<file path="src/rtl/spi_sck_gen.sv">
module spi_sck_gen (
  input  logic       clk,
  input  logic       rst_n,
  input  logic [4:0] div_code,
  input  logic       cpol,
  input  logic       cpha,
  input  logic       late_capture,
  input  logic       run,
  output logic       sck,
  output logic       shift_stb,
  output logic       sample_stb
);
  localparam int CW = 5;

  logic          active_q, lvl_q, samp_d_q, sck_q, shift_q, samp_q;
  logic [CW-1:0] cnt_q, per_q;
  logic [CW-1:0] code_ratio, per, lead, cnt_n;
  logic [CW:0]   hi_len;
  logic          lvl_n, lead_evt, trail_evt, start_evt, shift_evt, samp_evt;

  always_comb begin
    code_ratio = div_code[4] ? {div_code[3:0], 1'b0} : div_code;
    if (code_ratio < CW'(2)) code_ratio = CW'(2);
  end

  assign per    = active_q ? per_q : code_ratio;
  assign hi_len = ({1'b0, per} + (CW+1)'(1)) >> 1;
  assign lead   = cpol ? hi_len[CW-1:0] : (per >> 1);
  assign cnt_n  = (!active_q || cnt_q == per - CW'(1)) ? '0 : cnt_q + CW'(1);

  assign lvl_n     = run && (cnt_n >= lead);
  assign lead_evt  = run && (cnt_n == lead);
  assign trail_evt = lvl_q && !lvl_n;
  assign start_evt = run && (cnt_n == '0);
  assign shift_evt = cpha ? lead_evt : start_evt;
  assign samp_evt  = cpha ? trail_evt : lead_evt;

  always_ff @(posedge clk or negedge rst_n) begin
    if (!rst_n) begin
      active_q <= 1'b0;
      cnt_q    <= '0;
      per_q    <= CW'(2);
      lvl_q    <= 1'b0;
      sck_q    <= 1'b0;
      shift_q  <= 1'b0;
      samp_d_q <= 1'b0;
      samp_q   <= 1'b0;
    end else begin
      active_q <= run;
      cnt_q    <= run ? cnt_n : '0;
      per_q    <= per;
      lvl_q    <= lvl_n;
      sck_q    <= cpol ^ lvl_n;
      shift_q  <= shift_evt;
      samp_d_q <= samp_evt;
      samp_q   <= late_capture ? samp_d_q : samp_evt;
    end
  end

  assign sck        = sck_q;
  assign shift_stb  = shift_q;
  assign sample_stb = samp_q;

  p_idle_level_r1: assert property (@(posedge clk) disable iff (!rst_n)
    !run |=> (sck == $past(cpol)));

  p_no_shift_idle_r1: assert property (@(posedge clk) disable iff (!rst_n)
    !run |=> !shift_stb);

  p_code_held_r8: assert property (@(posedge clk) disable iff (!rst_n)
    (active_q && run) |=> (per_q == $past(per_q)));

  p_lead_shift_r6: assert property (@(posedge clk) disable iff (!rst_n)
    (cpha && $past(cpha) && shift_stb) |-> (sck != $past(sck)));

  p_strobe_apart_r9: assert property (@(posedge clk) disable iff (!rst_n)
    (!$past(late_capture)) |-> !(shift_stb && sample_stb));
endmodule

</file>
<file path="config.mk">
export PLATFORM = sky130hd
export DESIGN_NAME = spi_sck_gen
export DESIGN_NICKNAME = d
export VERILOG_FILES = /design/src/rtl/spi_sck_gen.sv
export SDC_FILE = /design/constraint.sdc
export NUM_CORES = 1
export LEC_CHECK = 0
export BUFFER_PORTS_ARGS = -buffer_cell sky130_fd_sc_hd__buf_2
export CORE_ASPECT_RATIO = 0.8
export CORE_MARGIN = 1.5
export CORE_UTILIZATION = 35
export CTS_CLUSTER_SIZE = 24
export DETAILED_ROUTE_END_ITERATION = 7
export SYNTH_ARGS = -nofsm -noshare
export SYNTH_HDL_FRONTEND = slang
export SYNTH_SLANG_ARGS = --single-unit
</file>
<file path="constraint.sdc">
create_clock -name clk -period 4.3 [get_ports clk]
set_input_delay 0.215 -clock clk [delete_from_list [all_inputs] [get_ports clk]]
set_output_delay 0.215 -clock clk [all_outputs]
set_load 0.05 [all_outputs]
</file>
Yosys cells after proc, flatten, opt, wreduce, memory -nomap -nowiden
Cells that the tools add are included.

storage, ports and cells
  register bits = 16
  latch bits = 0
  bits in writable memories = 0
  memory bits (read-only) = 0
  input bits = 11
  logic and storage cells = 33
  memories = 0

operators by class
  add/subtract/negate cells = 3
  multiply operators = 0
  divide/modulo/power cells = 0
  $lt $le $gt $ge = 2
  equal/unequal tests = 2
  shift-type cells = 0
  multiplexer cells = 9
  bitwise gates (word level) = 1
  reduce and logical (&&, ||, !) cells = 8

operators with widths
  cell                                                                           number
  5-bit 2-to-1 mux                                                               6
  5-bit == test                                                                  2
  5-bit by 1-bit adder with 6-bit output (second input constant)                 1
  5-bit by 1-bit adder with 5-bit output (second input constant)                 1
  5-bit greater-or-equal comparator                                              1
  5-bit zero test                                                                1
  5-bit by 2-bit less-than comparator with 1-bit output (second input constant)  1
  5-bit by 1-bit subtractor with 5-bit output (second input constant)            1
  1-bit logical AND                                                              4
  1-bit 2-to-1 mux                                                               3
  1-bit zero test                                                                2
  1-bit logical OR                                                               1
  1-bit XOR                                                                      1

Depth between registers and ports, before layout
  word-level depth = 14
  gate-level depth with buffers = 18
  gate-level depth less buffers = 16

Worst setup path before layout
OpenSTA, ideal clock, no wires.

  path kind = register to register
  start = reg active_q
  end = reg samp_q, in the netlist sample_stb
  setup time = 0.125 ns
  data arrival time = 3.378 ns
  setup slack = 0.797 ns
  cell stages (with the launch flop) = 19
  cell sequence = dfrtp_1 buf_6 nor4_1 a21oi_1 o21ai_0 inv_1 ha_1 xnor2_1 a211oi_1 o311ai_1 buf_4 and3_1 ha_1 nand4_1 a21oi_1 nor2_1 a21boi_0 o22ai_1 mux2_2

on the way
  word-level cells in the longest chain between the ends = 11
  elaborated cells on any way between the ends = 16

ends and longest elaborated chain
  element                                      line  source
  start, declared                              15    logic active_q, lvl_q, samp_d_q, sck_q, shift_q, samp_q;
  start signal, assigned                       49    active_q <= run;
  5-bit 2-to-1 mux (*)                         26    assign per = active_q ? per_q : code_ratio;
  via per[1]                                   17    logic [CW-1:0] code_ratio, per, lead, cnt_n;
  5-bit by 1-bit subtractor with 5-bit output  29    assign cnt_n = (!active_q || cnt_q == per - CW'(1)) ? '0 : cnt_q + CW'(1);
  5-bit == test                                29
  1-bit logical OR                             29
  5-bit 2-to-1 mux                             29
  5-bit greater-or-equal comparator (*)        31    assign lvl_n = run && (cnt_n >= lead);
  1-bit logical AND (*)                        31
  via lvl_n                                    19    logic lvl_n, lead_evt, trail_evt, start_evt, shift_evt, samp_evt;
  1-bit zero test (*)                          33    assign trail_evt = lvl_q && !lvl_n;
  1-bit logical AND (*)                        33
  1-bit 2-to-1 mux (*)                         36    assign samp_evt = cpha ? trail_evt : lead_evt;
  via samp_evt                                 19
  1-bit 2-to-1 mux (*)                         56    samp_q <= late_capture ? samp_d_q : samp_evt;
  end signal, assigned                         56
  end, declared                                15

Mark *: on every way through the listed nets, which the timed path passes. The rest lies on a longest branch.

Worst setup path after layout
  start = reg active_q
  end = reg samp_q, in the netlist sample_stb

on the way
  word-level cells in the longest chain between the ends = 11
  elaborated cells on any way between the ends = 16

ends and longest elaborated chain
  element                                      line
  5-bit 2-to-1 mux                             26
  5-bit by 1-bit subtractor with 5-bit output  29
  5-bit == test                                29
  1-bit logical OR                             29
  5-bit 2-to-1 mux                             29
  5-bit greater-or-equal comparator (*)        31
  1-bit logical AND (*)                        31
  via lvl_n                                    19
  1-bit zero test (*)                          33
  1-bit logical AND (*)                        33
  1-bit 2-to-1 mux (*)                         36
  via samp_evt                                 19
  1-bit 2-to-1 mux (*)                         56

Marked as above.

==> impl_metrics.ini <==
[clock_network]
clkTransAtPathRegs_ns = 0.06
htree_levels = 1
clock_tree.root_cell = clkbuf_8
insertion_delay_ns = 0.25
clock-sinks = 16
numCtsBuffers = 3
cts_tree = built
cts_buffer_depth = 2
cts_setup_buffers = 0

[timing]
finalSetupViolCount = 0
finalCritPeriodShare_pct = 88.8
tightest_slew_ns = 0.671
finalHoldViolCount = 0
whs_ns = 0.180
tns_ns = 0
finalClockSkew_ns = 0.00324
finalCriticalPeriod_ns = 3.82
relSlewSlack_pct = 55.2
finalMaxSlewViolations = 0
grt_setup_unrepaired = false
fmax_mhz = 262

[final_layout]
drive_gt1_share_pct = 23.5
area_growth_syn_to_layout_pct = 15.9
final_nets = 152
final_area_um2 = 1290
diodes = 0

[critical_path]
crit_required_ns = 4.44
cp-start-kind = register
reg2reg_slack_ns = 0.48
worstPathMaxFanout = 21
rr_worst_depth = 15
cp-end-kind = register
crit_start = active_q$_DFF_PN0_
r2r-start = active_q$_DFF_PN0_
cp-endpoint = sample_stb$_DFF_PN0_
critPathArrivalTime_ns = 3.95
worstSetupPathType = register to register
reg2reg_to = sample_stb$_DFF_PN0_

[status]
status = finished, final reports clean

[placement]
gp_congestion = 0.721
dpl_cell_area_um2 = 1220
place_hpwl_mm = 1.74
port_buffers = 13

[global_routing]
grt.overflow.total = 0
grt_pass1_vias = 855
grtUsageTotal_pct = 14.4
grt_pass1_wl_mm = 3.80
grt_max_degree = 22
antenna_found_initial = 0

[hold_path]
hold_class = input port to register
hold_depth = 1

[synth]
yosysTopAreaCell = dfrtp_1
syn_nets = 135
syn_area_um2 = 1110
muxShareOfSynthArea_pct = 5.85
ys_warn_count = 0
ys.flop_type = dfrtp_1
synth-async-reset-ratio_pct = 100
synth-seq-cells = 16
synth-edff-count = 0
synthXorXnorAreaFrac_pct = 10.2
yosysMostFrequentCell = dfrtp_1
synthSimpleGateAreaFrac_pct = 21.8
synth_adder_area_share_pct = 9.00
syn_avg_cell_area_um2 = 9.59
synth_commonest_cells = 15 x dfrtp_1, 9 x xnor2_1, 8 x ha_1
syn_inst = 116
synth_top_family_by_area = simple AND/OR/NAND/NOR gates
synth_top_area_share_pct = 33.7
synth_cell_types = 37
synth_area_leaders = dfrtp_1 34%, ha_1 9.0%, xnor2_1 7.1%
synth.yosys.seq_area_share_pct = 36.1
synth_compound_area_share_pct = 11.8

[die]
core_area_um2 = 3060
die_h_um = 53.4
initial_utilization_pct = 36.3
die_w_um = 66.0
ios = 14
die_area_um2 = 3530
rows = 18

[detailed_routing]
via_per_inst = 5.20
vias = 895
first_iter_violations = 16
drt-total-wl_mm = 2.37
drt-pass1-iter-count = 4
wl_per_cell_um = 13.8
drc = 0
ant_nets = 0

[power_and_ir_drop]
p_comb_share_pct = 25.2
p_switching_uw = 119
seq_power_share_pct = 41.4
swShare_pct = 29.7
vdd_drop_max_v = 0.000186
power-per-cell-area_nw_per_um2 = 312
power.leakage_nw = 0.609
clockPowerShare_pct = 33.3
intPower_uw = 283

[job]
drv_cap = 0
==> cell type report <==
class / count / area (µm²)
Multi-Input combinational cell: 88 / 661
Sequential cell: 16 / 402
Clock buffer: 4 / 55.1
Fill cell: 318 / 1770
Timing Repair Buffer: 16 / 90.1
Tap cell: 40 / 50.0
Inverter: 8 / 31.3
==> layout by cell type, fill, tap and decap left out, drive strengths merged, types with 3 or more instances in the layout <==
master | synthesis | routed
a21oi | 5 | 5
and3 | 5 | 5
and4 | 4 | 4
buf | 2 | 15
clkbuf | 2 | 4
dfrtp | 15 | 15
ha | 8 | 8
inv | 7 | 7
mux2 | 4 | 4
nand2 | 7 | 7
nand3 | 5 | 5
nand4 | 3 | 3
nor2 | 7 | 7
nor2b | 3 | 3
nor3 | 4 | 4
o21ai | 3 | 3
xnor2 | 9 | 9
xor2 | 4 | 4
==> worst min path at each step <==
| stage | start | end |
|---|---|---|
| floorplan | rst_n | active_q$_DFF_PN0_ |
| detailed placement | rst_n | cnt_q[0]$_DFF_PN0_ |
| global route | run | active_q$_DFF_PN0_ |
| CTS | run | active_q$_DFF_PN0_ |
| global placement | rst_n | cnt_q[3]$_DFF_PN0_ |
| finish | run | active_q$_DFF_PN0_ |
==> state kept, by name, indices dropped and copies added, names as in the netlist <==
register	flops
per_q	5
sample_stb	1
shift_stb	1
lvl_q	1
active_q	1
cnt_q	5
samp_d_q	1
sck	1
==> power groups by stage <==
| stage | logic (mW) | registers, mW | clock network, mW |
|---|---|---|---|
| final | 0.102 | 0.167 | 0.134 |
| after global routing | 0.114 | 0.168 | 0.145 |
| after CTS | 0.100 | 0.167 | 0.136 |
| after detailed placement | 0.0989 | 0.169 | 0 |
| after global placement | 0.0963 | 0.170 | 0 |
| after floorplan | 0.0600 | 0.180 | 0 |
==> logic make-up (layout without fill, tap and decap cells) <==
family                   count (synthesis)  count (layout)
AND/OR/NAND/NOR                         44              44
AO/OA/AOI/OAI                           17              17
flip-flops                              16              16
XOR/XNOR                                13              13
buffers and inverters                   12              28
adder cells (fa/ha/maj)                  8               8
multiplexers                             6               6
==> layer usage <==
layer	track usage [%]	share of wire, %	up-vias
li1	-	-	448
met1	18.5	47	424
met2	23.6	47	19
met3	3.40	5.0	4
met4	5.10	1.4	0
met5	0	0	-
==> timing repair <==
item | 4_1_cts | 5_1_grt
hold endpoints to repair | 15 | 0
setup endpoints to repair | 0 | 1
resized for setup | 0 | 1
hold buffers | 1 | 0
==> critical path, cell delays in order, from the launching register on <==
cell and delay, ns:
dfrtp_1 0.37, buf_4 0.25, nor2_1 0.10, a32oi_2 0.29, ha_1 0.30, xnor2_1 0.13
a211oi_1 0.33, o311ai_2 0.30, and3_1 0.26, ha_1 0.29, nand4_1 0.12, a21oi_1 0.14
nor2_1 0.06, a21boi_0 0.33, o22ai_1 0.14, mux2_2 0.28
==> metrics by stage <==
stage                     std cells  worst slack [ns]  util, %  power (mW)
after floorplan                 116             0.797        -       0.240
after global placement          167             0.489     39.7       0.266
after CTS                       172             0.421     41.8       0.403
after detailed placement        167             0.404     39.7       0.268
after global routing            172             0.126     42.1       0.426
final                           172             0.481     42.1       0.403
Power figures use the tool's default switching activity.
